--- src/rtl/trs_pkg.sv ---
package trs_pkg;
  typedef enum logic [1:0] {
    ENC_IDLE = 2'd0,
    ENC_RUN  = 2'd1,
    ENC_LOST = 2'd2
  } enc_state_e;
endpackage

--- src/rtl/trs_event_sel.sv ---
module trs_event_sel (
  input  logic running_i,
  input  logic active_i,
  input  logic count_pkts_i,
  input  logic emit_i,
  input  logic lost_i,
  output logic eval_o,
  output logic adv_o
);
  logic evt;

  always_comb begin
    evt    = count_pkts_i ? emit_i : 1'b1;
    eval_o = running_i & active_i & ~lost_i;
    adv_o  = eval_o & evt;
  end
endmodule

--- src/rtl/trs_interval_cnt.sv ---
module trs_interval_cnt #(
  parameter int CNT_W = 24
) (
  input  logic             clk,
  input  logic             rst_n,
  input  logic [CNT_W-1:0] thr_i,
  input  logic             eval_i,
  input  logic             adv_i,
  input  logic             clr_i,
  output logic             hit_o
);
  localparam logic [CNT_W-1:0] ONE = CNT_W'(1);

  logic [CNT_W-1:0] cnt_q, cnt_d, thr_eff;
  logic             cnt_en;

  always_comb begin
    thr_eff = (thr_i == '0) ? ONE : thr_i;
    hit_o   = eval_i & (cnt_q >= thr_eff);
    cnt_en  = clr_i | (adv_i & ~hit_o);
    cnt_d   = clr_i ? '0 : cnt_q + ONE;
  end

  always_ff @(posedge clk or negedge rst_n) begin
    if (!rst_n)      cnt_q <= '0;
    else if (cnt_en) cnt_q <= cnt_d;
  end

  // count holds when neither advancing nor clearing
  assert_cnt_hold_R5: assert property (@(posedge clk) disable iff (!rst_n)
    (!adv_i && !clr_i) |=> (cnt_q == $past(cnt_q)));
  // a clear always lands at zero
  assert_cnt_clear_R3: assert property (@(posedge clk) disable iff (!rst_n)
    clr_i |=> (cnt_q == '0));
endmodule

--- src/rtl/trs_run_ctrl.sv ---
module trs_run_ctrl
  import trs_pkg::*;
(
  input  logic clk,
  input  logic rst_n,
  input  logic start_i,
  input  logic lost_i,
  input  logic fifo_empty_i,
  input  logic auto_restart_i,
  input  logic hit_i,
  output logic running_o,
  output logic sync_set_o,
  output logic sync_o
);
  enc_state_e st_q, st_d;
  logic       sync_q;
  logic       restart;

  always_comb begin
    st_d       = st_q;
    restart    = (st_q == ENC_LOST) & auto_restart_i & fifo_empty_i;
    sync_set_o = 1'b0;
    if (start_i) begin
      st_d       = ENC_RUN;
      sync_set_o = 1'b1;
    end else begin
      unique case (st_q)
        ENC_RUN: begin
          if (lost_i)     st_d = ENC_LOST;
          else if (hit_i) sync_set_o = 1'b1;
        end
        ENC_LOST: begin
          if (restart) begin
            st_d       = ENC_RUN;
            sync_set_o = 1'b1;
          end
        end
        default: st_d = st_q;
      endcase
    end
  end

  always_ff @(posedge clk or negedge rst_n) begin
    if (!rst_n) begin
      st_q   <= ENC_IDLE;
      sync_q <= 1'b0;
    end else begin
      st_q   <= st_d;
      sync_q <= sync_set_o;
    end
  end

  assign running_o = (st_q == ENC_RUN);
  assign sync_o    = sync_q;

  assert_start_sync_R2: assert property (@(posedge clk) disable iff (!rst_n)
    start_i |=> (running_o && sync_o));
  assert_lost_stop_R6: assert property (@(posedge clk) disable iff (!rst_n)
    (running_o && lost_i && !start_i) |=> (!running_o && !sync_o));
  assert_restart_R7: assert property (@(posedge clk) disable iff (!rst_n)
    (st_q == ENC_LOST && auto_restart_i && fifo_empty_i) |=> (running_o && sync_o));
  assert_no_auto_R8: assert property (@(posedge clk) disable iff (!rst_n)
    (st_q == ENC_LOST && !auto_restart_i && !start_i) |=> !running_o);
  assert_idle_lost_R11: assert property (@(posedge clk) disable iff (!rst_n)
    (st_q == ENC_IDLE && !start_i) |=> (!running_o && !sync_o));
endmodule

--- src/rtl/trace_resync_sched.sv ---
module trace_resync_sched #(
  parameter int CNT_W = 24
) (
  input  logic             clk,
  input  logic             rst_n,
  input  logic [CNT_W-1:0] cfg_interval_i,
  input  logic             cfg_count_pkts_i,
  input  logic             cfg_auto_restart_i,
  input  logic             start_i,
  input  logic             pkt_emit_i,
  input  logic             pkt_lost_i,
  input  logic             fifo_empty_i,
  input  logic             trace_active_i,
  output logic             sync_req_o,
  output logic             enc_running_o
);
  logic running, eval, adv, hit, sync_set, sync;

  trs_event_sel u_evt (
    .running_i    (running),
    .active_i     (trace_active_i),
    .count_pkts_i (cfg_count_pkts_i),
    .emit_i       (pkt_emit_i),
    .lost_i       (pkt_lost_i),
    .eval_o       (eval),
    .adv_o        (adv)
  );

  trs_interval_cnt #(.CNT_W(CNT_W)) u_cnt (
    .clk   (clk),
    .rst_n (rst_n),
    .thr_i (cfg_interval_i),
    .eval_i(eval),
    .adv_i (adv),
    .clr_i (sync_set),
    .hit_o (hit)
  );

  trs_run_ctrl u_ctrl (
    .clk            (clk),
    .rst_n          (rst_n),
    .start_i        (start_i),
    .lost_i         (pkt_lost_i),
    .fifo_empty_i   (fifo_empty_i),
    .auto_restart_i (cfg_auto_restart_i),
    .hit_i          (hit),
    .running_o      (running),
    .sync_set_o     (sync_set),
    .sync_o         (sync)
  );

  assign sync_req_o    = sync;
  assign enc_running_o = running;

  // periodic requests never back-to-back
  assert_gap_R9: assert property (@(posedge clk) disable iff (!rst_n)
    (sync_req_o && !start_i) |=> !sync_req_o);
endmodule

--- config.mk ---
export PLATFORM = sky130hd
export DESIGN_NAME = trace_resync_sched
export DESIGN_NICKNAME = d
export VERILOG_FILES = /design/src/rtl/trs_pkg.sv /design/src/rtl/trs_event_sel.sv /design/src/rtl/trs_interval_cnt.sv /design/src/rtl/trs_run_ctrl.sv /design/src/rtl/trace_resync_sched.sv
export SDC_FILE = /design/constraint.sdc
export NUM_CORES = 1
export LEC_CHECK = 0
export BUFFER_PORTS_ARGS = -buffer_cell sky130_fd_sc_hd__buf_2
export CAP_MARGIN = 20
export CORE_UTILIZATION = 35
export DETAILED_ROUTE_END_ITERATION = 6
export HOLD_SLACK_MARGIN = 0.06
export PLACE_DENSITY = 0.5
export SLEW_MARGIN = 20
export SYNTH_ARGS = -nofsm -noshare
export SYNTH_HDL_FRONTEND = slang
export SYNTH_SLANG_ARGS = --single-unit
--- constraint.sdc ---
create_clock -name clk -period 2.9 [get_ports clk]
set_clock_uncertainty 0.1 [all_clocks]
set_input_delay 0.435 -clock clk [delete_from_list [all_inputs] [get_ports clk]]
set_output_delay 0.435 -clock clk [all_outputs]
set_load 0.02 [all_outputs]
; ---- Word-level counts from Yosys, hierarchy flattened
; Index checks and enable logic that the tools add are counted.
[word_totals]
regBits = 27
out_inout_bits = 2
elab_cells = 34
[op_classes]
add_sub_neg = 1
magnitude_cmp = 1
n_eq_ne = 4
mux = 12
n_bitwise = 10
reduce_logical = 3
[op_table]
columns = op, n
row1 = 24-bit two-way mux, 2
row2 = "24-bit by 1-bit adder with 24-bit output, second input constant", 1
row3 = 24-bit greater-or-equal comparator, 1
row4 = 24-bit logical NOT, 1
row5 = 1-bit AND, 7
row6 = 2-bit two-way mux, 3
row7 = 1-bit two-way mux, 5
row8 = 2-bit one-hot mux with 2 select lines, 1
row9 = "3-bit by 2-bit inequality test with 1-bit output, second input constant", 1
row10 = "3-bit inequality test, second input constant", 1
row11 = 3-bit AND reduction, 1
row12 = 3-bit nonzero test, 1
row13 = "2-bit by 1-bit equality test with 1-bit output, second input constant", 1
row14 = "2-bit equality test, second input constant", 1
row15 = 1-bit inverter, 2
row16 = 1-bit one-hot mux with 2 select lines, 1
row17 = 1-bit OR, 1

; ---- Logic depth before layout (Yosys ltp)
; Gate-level depths: netlist (run 1).
[logic_depth]
depth_word = 9
ltp_mapped = 12

; ---- By module
; A second synthesis (run 1) with hierarchy kept.
[hier_totals]
cells_unflattened = 254
area_unflattened_um2 = 2228.4
[modules_own_cells]
columns = mod, instances, cells_each, area_per_inst_um2, seq_area_each_um2
row1 = trs_interval_cnt, 1, 234, 2033.2, 600.6
row2 = trs_run_ctrl, 1, 16, 171.4, 75.1
row3 = trs_event_sel, 1, 4, 23.8, 0.0

; ---- Least setup slack after synthesis (run 1)
; OpenSTA, ideal clock, no wires.
[synth_path]
kind = input port to flip-flop
startpoint = in cfg_interval_i[19]
endpoint = reg u_cnt.cnt_q[7]
setup_ps = 94
t_arrival_ps = 2680
t_required_ps = 2706
slack_ps = 26
stages = 11
path_cell_list = nor4_1 nand4_1 o21bai_1 ha_1 nand2b_1 a31oi_1 o221ai_1 and2_1 buf_2 or4_1 a211oi_1
[synth_between]
elab_chain_len = 9
word_cells_on_any_way = 12
cone_classes = order compare: 1 / mux: 6 / bitwise: 4 / reduce/logical: 1
[synth_rtl]
columns = element, line
row1 = from (decl), trace_resync_sched.sv:6  ; input logic [CNT_W-1:0] cfg_interval_i,
row2 = 24-bit logical NOT, trs_interval_cnt.sv:18  ; thr_eff = (thr_i == '0) ? ONE : thr_i;
row3 = 24-bit two-way mux (*), trs_interval_cnt.sv:18
row4 = 24-bit greater-or-equal comparator (*), trs_interval_cnt.sv:19  ; hit_o = eval_i & (cnt_q >= thr_eff);
row5 = 1-bit AND (*), trs_interval_cnt.sv:19
row6 = 1-bit two-way mux, trs_run_ctrl.sv:30  ; else if (hit_i) sync_set_o = 1'b1;
row7 = 1-bit two-way mux, trs_run_ctrl.sv:29  ; if (lost_i) st_d = ENC_LOST;
row8 = 1-bit one-hot mux with 2 select lines, trs_run_ctrl.sv:27  ; unique case (st_q)
row9 = 1-bit two-way mux, trs_run_ctrl.sv:23  ; if (start_i) begin
row10 = 24-bit two-way mux or 1-bit OR (tied branches), "trs_interval_cnt.sv:21, trs_interval_cnt.sv:20"
row11 = to (signal assigned), trs_interval_cnt.sv:26  ; else if (cnt_en) cnt_q <= cnt_d;
row12 = to (decl), trs_interval_cnt.sv:14  ; logic [CNT_W-1:0] cnt_q, cnt_d, thr_eff;
; Every way passes the cells marked *; elsewhere a longest branch is shown, timed or not.
; A chain may end at the register's enable or synchronous reset.

; ---- Worst setup path after layout (run 1)
[layout_path]
startpoint = in cfg_interval_i[2]
endpoint = reg u_cnt.cnt_q[15]
; The elaborated chain is that of the path after synthesis.

==> flow_metrics.py, run 1 <==
metrics = {
    "status": {
        "status": "finished clean",
    },
    "layout": {
        "diodes": 0,
        "area_growth_pct": 45.2,
        "final_common_cell": "buf_4",
        "layout_common_cells": "buf_4, inv_1, buf_2",
        "final_area_sq_mm": 0.00337,
        "instances_no_fill": 427,
        "layout.nets": 411,
        "drive_gt1_share_pct": 40.3,
        "fillers": 587,
    },
    "synth": {
        "synth_edf_count": 0,
        "yosysTopAreaCell": "dfrtp_1",
        "seq_area_frac_synth_pct": 29.1,
        "yosysWarnings": 0,
        "ys_types": 39,
        "netlist.area_leader.share_pct": 29.1,
        "syn_area_per_cell_sq_um": 8.63,
        "ys_async_sr_fraction_pct": 100,
        "netlist_instances": 269,
        "synthesis.area_sq_mm": 0.00232,
        "ys.flop_type": "dfrtp_1",
        "synth_seq_cells": 27,
        "synth_nets": 329,
        "synth.area.top_cells": "dfrtp_1, ha_1, a2111oi_0",
    },
    "global_routing": {
        "grt_max_degree": 28,
        "track_usage_pct": 19.3,
        "globalRoute.totalOverflow": 0,
        "grt_pass1_wl_um": 10800,
        "grt_antenna_before_repair": 0,
        "grt_pass1_vias": 2167,
    },
    "worst_setup_path": {
        "crit_required_ns": 2.99,
        "arrival_ns": 2.95,
        "path_max_fanout": 6,
        "startpoint_type": "input port",
        "crit_type": "in2reg",
        "critPathCaptureType": "flip-flop",
    },
    "cts": {
        "cts_buffers": 3,
        "htree_levels": 1,
        "cts_root_buf": "clkbuf_8",
        "clk_pin_slew_ns": 0.10,
        "cts_buffer_depth": 2,
        "cts_tree": "built",
        "cts_sinks": 27,
        "clock_latency_ns": 0.28,
    },
    "placement": {
        "port_buffers": 34,
        "preCtsSetupSlack_ns": -0.588,
        "placed_cell_area_sq_mm": 0.00298,
        "hpwl_um": 4850,
        "placed_cells": 423,
        "place.gp.congestion": 0.815,
    },
    "sta": {
        "hold_viol": 0,
        "rsz0062_at_grt": "yes",
        "drv_slew": 0,
        "max_freq_ghz": 0.350,
        "tightest_slew_ns": 0.653,
        "setup_viol": 0,
        "period_needed_ns": 2.86,
        "post-route-period-util_pct": 98.6,
        "slew_headroom_pct": 56.4,
        "fin_ws_ns": 0.0399,
        "hold-worst-slack_ns": 0.0756,
    },
    "drt": {
        "route.met2.wl_um": 3350,
        "top_layer": "met4",
        "totalWireLength_um": 7020,
        "route.met3.wl_um": 223,
        "first_iter_violations": 116,
        "via_per_inst": 5.64,
        "antenna_left": 0,
        "first_pass_iters": 4,
        "drt-wirelength-per-cell_um": 16.4,
        "vias": 2409,
        "met1Wirelength_um": 3380,
        "post-route-drc-count": 0,
    },
    "worst_hold_path": {
        "hold_path_class": "in2async",
    },
    "power_and_ir_drop": {
        "power.total_w": 0.000772,
        "vdd_drop_max_v": 0.000165,
        "p_leak_nw": 1.51,
        "p_per_area_mw_per_mm2": 229,
    },
    "flow_run": {
        "drv_cap": 0,
    },
    "die": {
        "die_h_um": 83.4,
        "dieArea_sq_mm": 0.00696,
        "start_util_pct": 36.3,
        "ios": 35,
        "die_w_um": 83.4,
        "core.rowCount": 29,
        "core_area_sq_mm": 0.00639,
    },
}
[report_power, final]
part	switching [W]	internal (W)
combinational	0.0000832	0.0000772
sequential	0.00000421	0.000381
clock	0.000127	0.0000987
total	0.000215	0.000557
[flip-flops by register name, summed over array words and instances, names as in the netlist]
name / cells
u_cnt.cnt_q: 24
u_ctrl.sync_o: 1
u_ctrl.st_q: 2
[Yosys cell counts (all sizes together) (2+ instances only)]
master and number:
inv 28, dfrtp 27, ha 27, nand2 16
nor3 16, a2111oi 13, xnor2 13, nand4 12
a211oi 11, clkbuf 11, o31ai 11, nand3 10
or4 10, a21oi 9, nor4 7, nor2 6
and4 5, a21o 3, and2 3, and3 3
nand4b 3, o21a 3, o21bai 3, or2 3
or3 3, buf 2, o21ai 2
[kinds of logic (layout without fill, tap and decap cells)]
group	count (synthesis)	after routing	synth area share (%)
AND/OR/NAND/NOR	101	103	25.4
AO/OA/AOI/OAI	60	60	19.0
buffers and inverters	41	120	7.01
adder cells (fa/ha/maj)	27	27	14.6
flip-flops	27	27	29.1
XOR/XNOR	13	13	4.91
[metal layers]
layer | track usage (%) | vias to the layer above
met5 | 0 | -
met4 | 4.16 | 0
met3 | 1.59 | 6
li1 | - | 1201
met1 | 28.5 | 1156
met2 | 30.6 | 46
[cell type report]
class / count / area, sq um / share of cell area (%)
Timing Repair Buffer: 88 / 633 / 18.8
Inverter: 28 / 105 / 3.12
Multi-Input combinational cell: 203 / 1820 / 53.9
Sequential cell: 27 / 676 / 20.0
Tap cell: 77 / 96.3 / 2.86
Clock buffer: 4 / 45.0 / 1.34
[timing repair]
item / 4_1_cts / 5_1_grt
cloned: 0 / 3
gates resized for setup: 10 / 67
endpoints found under the setup margin: 25 / 23
buffers inserted: 0 / 0
hold buffers: 0 / 0
pin swaps: 4 / 23
[worst max-delay path: stages]
cell	delay [ns]
buf_8	0.10
nor4_4	0.31
nand4_1	0.18
o21bai_1	0.20
ha_1	0.25
nand2b_4	0.15
a31oi_4	0.20
o221ai_4	0.18
and2_4	0.21
or4_4	0.54
a211oi_2	0.20
[final timing paths]
path | to | slack (ns) | depth (start not counted) | start
min in group clk | u_ctrl.st_q[1] | 0.22 | 2 | start_i
setup reg to reg | u_cnt.cnt_q[1] | 0.16 | 7 | u_cnt.cnt_q[21]
hold reg to reg | u_ctrl.st_q[1] | 0.47 | 2 | u_ctrl.st_q[1]
max in group asynchronous | u_cnt.cnt_q[18] | 2.20 | 1 | rst_n
setup / recovery | u_cnt.cnt_q[15] | 0.04 | 11 | cfg_interval_i[2]
hold / removal | u_cnt.cnt_q[12] | 0.08 | 1 | rst_n
[through the flow]
stage          setup TNS [ns]  util [%]
2_1_floorplan               0         -
3_3_place_gp           -12.91      46.6
3_5_place_dp           -12.00      46.6
4_1_cts                     0      48.2
5_1_grt                -0.301      52.8
6_report                    0      52.8
Note: power is estimated with default switching activity, not from simulation.
==> run 2: changes to the inputs <==
--- a/config.mk
+++ b/config.mk
@@ -5,12 +5,12 @@
 export SDC_FILE = /design/constraint.sdc
 export NUM_CORES = 1
 export LEC_CHECK = 0
-export BUFFER_PORTS_ARGS = -buffer_cell sky130_fd_sc_hd__buf_2
 export CAP_MARGIN = 20
 export CORE_UTILIZATION = 35
 export DETAILED_ROUTE_END_ITERATION = 6
+export DONT_BUFFER_PORTS = 1
 export HOLD_SLACK_MARGIN = 0.06
-export PLACE_DENSITY = 0.5
+export PLACE_DENSITY = 0.46
 export SLEW_MARGIN = 20
 export SYNTH_ARGS = -nofsm -noshare
 export SYNTH_HDL_FRONTEND = slang
==> flow_metrics.py, run 2 (synthesis results as in run 1) <==
metrics = {
    "status": {
        "status": "finished clean",
    },
    "worst_setup_path": {
        "path_max_fanout": 23,
        "path_cells": "ha_1 > a21o_1 > a21o_1 > a221o_1 > or2_4 > or4b_1 > a211oi_1",
        "critPathCaptureType": "flip-flop",
        "cpPeakStageDelay_ns": 0.53,
        "crit_path_start": "u_cnt.cnt_q[21]",
        "path_delay_family": "compound AO/OA/AOI/OAI gates",
        "crit_type": "reg2reg",
        "timing.rr.start": "u_cnt.cnt_q[21]",
        "crit_required_ns": 3.00,
        "path_buf_inv": 0,
        "cp_common_cell": "a21o_1",
        "crit_slowest_cell": "or4b_1",
        "startpoint_type": "flip-flop",
        "arrival_ns": 2.83,
    },
    "layout": {
        "diodes": 0,
        "largest_register_ffs": 24,
        "final_area_sq_mm": 0.00276,
        "regMostFlops": "u_cnt.cnt_q",
        "final_common_cell": "inv_1",
        "layout.nets": 350,
        "drive_gt1_share_pct": 16.3,
        "area_growth_pct": 18.9,
        "layout_common_cells": "inv_1, ha_1, dfrtp_1",
    },
    "cts": {
        "cts_buffer_depth": 2,
        "cts_buffers": 3,
        "htree_levels": 1,
        "cts_sinks": 27,
        "cts_tree": "built",
        "clk_pin_slew_ns": 0.11,
        "cts_root_buf": "clkbuf_8",
        "clock_latency_ns": 0.28,
    },
    "flow_run": {
        "drv_cap": 0,
    },
    "sta": {
        "max_freq_ghz": 0.366,
        "period_needed_ns": 2.73,
        "tightest_slew_ns": 0.588,
        "setup_viol": 0,
        "drv_slew": 0,
        "slew_headroom_pct": 60.6,
        "hold_viol": 0,
        "post-route-period-util_pct": 94.1,
        "rsz0062_at_grt": "no",
    },
    "placement": {
        "place.gp.congestion": 0.767,
        "port_buffers": 0,
        "placed_cell_area_sq_mm": 0.00259,
        "hpwl_um": 4760,
    },
    "global_routing": {
        "grt_antenna_before_repair": 0,
        "grt_pass1_vias": 2115,
        "grt_max_degree": 28,
        "globalRoute.totalOverflow": 0,
        "track_usage_pct": 19.1,
        "grt_pass1_wl_um": 10600,
    },
    "worst_hold_path": {
        "hold_path_class": "in2reg",
        "hp-start": "start_i",
    },
    "drt": {
        "first_iter_violations": 105,
        "totalWireLength_um": 6430,
        "vias": 2112,
        "antenna_left": 0,
        "post-route-drc-count": 0,
        "via_per_inst": 5.77,
        "first_pass_iters": 4,
        "drt-wirelength-per-cell_um": 17.6,
    },
    "die": {
        "die_h_um": 83.4,
        "core.rowCount": 29,
        "die_w_um": 83.4,
        "core_area_sq_mm": 0.00639,
        "start_util_pct": 36.3,
        "dieArea_sq_mm": 0.00696,
        "ios": 35,
    },
    "power_and_ir_drop": {
        "vdd_drop_max_v": 0.000179,
        "p_leak_nw": 1.18,
        "p_per_area_mw_per_mm2": 258,
        "power.total_w": 0.000713,
    },
}
## run 2: metal layers
layer | GRT usage [%] | vias to the layer above | wire [um]
li1 | - | 1072 | -
met1 | 27.6 | 995 | 3180
met2 | 31.1 | 41 | 3000
met3 | 1.79 | 4 | 216
met4 | 4.16 | 0 | 40
met5 | 0 | - | 0
## run 2: area by class of cell
cell class | count | area (sq um)
Clock buffer | 3 | 41.3
Clock inverter | 1 | 7.51
Fill cell | 682 | 3630
Inverter | 28 | 105
Multi-Input combinational cell | 201 | 1580
Sequential cell | 27 | 676
Tap cell | 77 | 96.3
Timing Repair Buffer | 29 | 258
## run 2: per-stage QoR
step | TNS (ns) | utilization (%) | setup WS (ns) | hold WS [ns] | std cells
6_report | 0 | 43.2 | 0.171 | 0.0994 | 366
5_1_grt | 0 | 43.2 | 0.0143 | 0.0754 | 366
4_1_cts | 0 | 42.2 | 0.0208 | 0.0879 | 366
3_5_place_dp | -11.11 | 40.6 | -0.507 | 0.0406 | 360
3_3_place_gp | -10.24 | 40.6 | -0.460 | 0.0405 | 360
2_1_floorplan | 0 | - | 0.0259 | 0.0394 | 269
## run 2: final timing paths
check                                       end  slack (ns)  cells past startpoint
worst max register to register   u_cnt.cnt_q[1]        0.17                      7
worst min-delay path             u_ctrl.st_q[1]         0.1                      1
max in group asynchronous       u_cnt.cnt_q[13]        2.06                      2
worst min register to register   u_ctrl.st_q[1]        0.47                      2
min in group asynchronous        u_ctrl.st_q[0]        0.47                      2
worst max-delay path             u_cnt.cnt_q[1]        0.17                      7
## run 2: what timing repair did
| action | CTS | global route |
|---|---|---|
| setup endpoints to repair | 25 | 24 |
| pin swaps | 0 | 3 |
| buffers inserted | 0 | 0 |
| hold endpoints to repair | 27 | 0 |
| hold buffers | 2 | 0 |
| gates resized for setup | 4 | 14 |
## run 2: power by group
| part | internal (W) | switching [W] | leakage [nW] |
|---|---|---|---|
| Combinational | 0.0000373 | 0.0000570 | 0.787 |
| Sequential | 0.000381 | 0.00000526 | 0.370 |
| Clock | 0.0000979 | 0.000134 | 0.0217 |
| Total | 0.000516 | 0.000196 | 1.18 |
==> run 3: changes to the inputs <==
--- a/config.mk
+++ b/config.mk
@@ -9,9 +9,10 @@
 export CORE_UTILIZATION = 35
 export DETAILED_ROUTE_END_ITERATION = 6
 export DONT_BUFFER_PORTS = 1
-export HOLD_SLACK_MARGIN = 0.06
+export HOLD_SLACK_MARGIN = 0.03
 export PLACE_DENSITY = 0.46
 export SLEW_MARGIN = 20
 export SYNTH_ARGS = -nofsm -noshare
 export SYNTH_HDL_FRONTEND = slang
+export SYNTH_HIERARCHICAL = 1
 export SYNTH_SLANG_ARGS = --single-unit
==> flow_metrics.py, run 3 <==
metrics = {
    "status": {
        "status": "finished clean",
    },
    "global_routing": {
        "globalRoute.totalOverflow": 0,
        "grt_antenna_before_repair": 0,
        "use_met3_pct": 2.89,
        "grt_max_degree": 28,
        "grtUsageMet1_pct": 22.6,
        "grt-busiest-layer": "met2",
        "grt_pass1_vias": 1845,
        "met2_usage_pct": 32.0,
        "track_usage_pct": 18.0,
        "grt_pass1_wl_um": 8980,
    },
    "sta": {
        "hold-worst-slack_ns": 0.115,
        "hold_viol": 0,
        "setup_viol": 0,
        "drv_slew": 0,
        "tightest_slew_ns": 0.504,
        "period_needed_ns": 2.77,
        "fin_ws_ns": 0.126,
        "slew_headroom_pct": 66.4,
        "max_freq_ghz": 0.360,
        "post-route-period-util_pct": 95.7,
        "rsz0062_at_grt": "yes",
    },
    "drt": {
        "first_iter_violations": 44,
        "antenna_left": 0,
        "first_pass_iters": 4,
        "totalWireLength_um": 5540,
        "via_per_inst": 5.21,
        "drt-wirelength-per-cell_um": 15.9,
        "vias": 1813,
        "post-route-drc-count": 0,
    },
    "worst_setup_path": {
        "crit_path_start": "cfg_interval_i[0]",
        "crit_type": "in2reg",
        "critPathCaptureType": "flip-flop",
        "path_delay_family": "compound AO/OA/AOI/OAI gates",
        "path_max_fanout": 4,
        "cpPeakStageDelay_ns": 0.35,
        "arrival_ns": 2.83,
        "crit_slowest_cell": "o311a_2",
        "startpoint_type": "input port",
        "crit_required_ns": 2.96,
        "timing.rr.start": "u_cnt/cnt_q[23]",
        "path_cells": "nor4_4 > buf_4 > nand4_1 > o21bai_1 > ha_1 > nand2b_1 > a31oi_1 > o311a_2 > or2_4 > a31oi_4 > a21boi_1 > o21bai_2 > nor2_1 > mux2_4",
        "path_buf_inv": 1,
    },
    "die": {
        "core.rowCount": 28,
        "ios": 35,
        "start_util_pct": 37.0,
        "die_w_um": 81.8,
        "die_h_um": 81.8,
        "dieArea_sq_mm": 0.00669,
        "core_area_sq_mm": 0.00603,
    },
    "layout": {
        "final_util_pct": 43.7,
        "layout_common_cells": "nor2_1, inv_1, ha_1, dfrtp_1, nand2_1",
        "final_common_cell": "nor2_1",
        "diodes": 0,
        "regMostFlops": "u_cnt/cnt_q",
        "area_growth_pct": 18.2,
        "largest_register_ffs": 24,
        "layout.nets": 334,
        "final_area_sq_mm": 0.00263,
        "fillers": 625,
        "drive_gt1_share_pct": 19.0,
    },
    "synth": {
        "yosysWarnings": 6,
        "yosysTopAreaCell": "dfrtp_1",
        "synth_edf_count": 0,
        "ys.flop_type": "dfrtp_1",
        "synthesis.area_sq_mm": 0.00223,
        "netlist.area_leader.share_pct": 30.3,
        "netlist_instances": 254,
        "ys_types": 46,
        "syn_area_per_cell_sq_um": 8.77,
        "ys_async_sr_fraction_pct": 100,
        "synth_seq_cells": 27,
        "synthTopCellsByCount": "nor2_1, inv_1, dfrtp_1, ha_1, nand2_1",
        "synth.area.top_cells": "dfrtp_1, ha_1, xnor2_1",
        "seq_area_frac_synth_pct": 30.3,
        "yosysMostFrequentCell": "nor2_1",
        "synth_nets": 314,
    },
    "cts": {
        "htree_levels": 1,
        "cts_sinks": 27,
        "cts_tree": "built",
        "clock_latency_ns": 0.27,
        "clk_pin_slew_ns": 0.09,
        "post_cts_buffers": 0,
        "cts_buffers": 3,
        "cts_root_buf": "clkbuf_8",
        "cts_buffer_depth": 2,
    },
    "placement": {
        "preCtsSetupSlack_ns": -0.337,
        "place.gp.congestion": 0.777,
        "hpwl_um": 4390,
        "placed_cell_area_sq_mm": 0.00246,
        "port_buffers": 0,
    },
    "power_and_ir_drop": {
        "p_leak_nw": 1.18,
        "p_per_area_mw_per_mm2": 284,
        "vdd_drop_max_v": 0.000198,
        "power.total_w": 0.000747,
    },
    "worst_hold_path": {
        "hp-start": "start_i",
        "hold_path_class": "in2reg",
    },
    "flow_run": {
        "drv_cap": 0,
    },
}
## run 3: changes by cell type in the layout (fill, tap and decap cells not counted), sizes merged, moves of 5 or more
cell and change:
nor2 +24, nor3 -14, a21oi +13, a2111oi -12, o31ai -11, or4 -10
xnor2 +9, buf -7, nand2 +7, a211oi -6, nand4 -5
## run 3: cells by family (layout without fill, tap and decap cells)
group	Yosys count	in the layout	synth area share, %
simple gates	93	93	22.7
fa+ha+maj	27	27	15.2
buf+inv	36	55	6.46
compound gates	47	47	15.6
flops	27	27	30.3
mux	2	2	1.12
xor+xnor	22	22	8.65
## run 3: worst reg2reg max path, stage by stage (launching register included)
cell	delay (ns)
dfrtp_1	0.40
ha_1	0.35
nand4_2	0.18
nor4_4	0.38
nand2_1	0.15
or2_4	0.26
a31oi_4	0.17
a21boi_1	0.08
o21bai_2	0.22
nor2_1	0.07
mux2_4	0.27
## run 3: cell type report
| type | count | area (sq um) | area share (%) |
|---|---|---|---|
| Clock buffer | 4 | 45.0 | 1.71 |
| Inverter | 29 | 109 | 4.13 |
| Tap cell | 75 | 93.8 | 3.56 |
| Multi-Input combinational cell | 191 | 1510 | 57.3 |
| Sequential cell | 27 | 676 | 25.7 |
| Timing Repair Buffer | 22 | 200 | 7.60 |
## run 3: final timing paths
kind	endpoint	slack, ns	cells after the start
worst max-delay path	u_cnt/cnt_q[7]	0.13	14
worst min-delay path	u_ctrl/st_q[1]	0.11	1
worst max register to register	u_cnt/cnt_q[7]	0.16	10
worst min register to register	u_cnt/cnt_q[23]	0.46	2
max in group asynchronous	u_cnt/cnt_q[20]	2.05	2
min in group asynchronous	u_cnt/cnt_q[5]	0.48	2
## run 3: report_power, final
| part | switching (W) | internal [W] |
|---|---|---|
| Clock | 0.000123 | 0.0000985 |
| Sequential | 0.00000708 | 0.000383 |
| Combinational | 0.0000778 | 0.0000581 |
| Total | 0.000208 | 0.000539 |
## run 3: through the flow
step           TNS [ns]  std cells
4_1_cts               0        349
3_5_place_dp      -7.46        343
6_report              0        348
2_1_floorplan         0        254
5_1_grt         -0.0818        348
3_3_place_gp      -4.61        343
## run 3: layer usage
layer  vias up  part of all wire [%]
met5         -                     0
met4         0                  0.49
met3         2                   4.5
met2        31                    49
met1       864                    46
li1        916                     -
## run 3: what timing repair did
item,CTS,global route
resized for setup,3,13
cloned,0,0
hold buffers,2,0
pin swaps,0,4
hold endpoints to repair,27,0
setup endpoints to repair,18,25
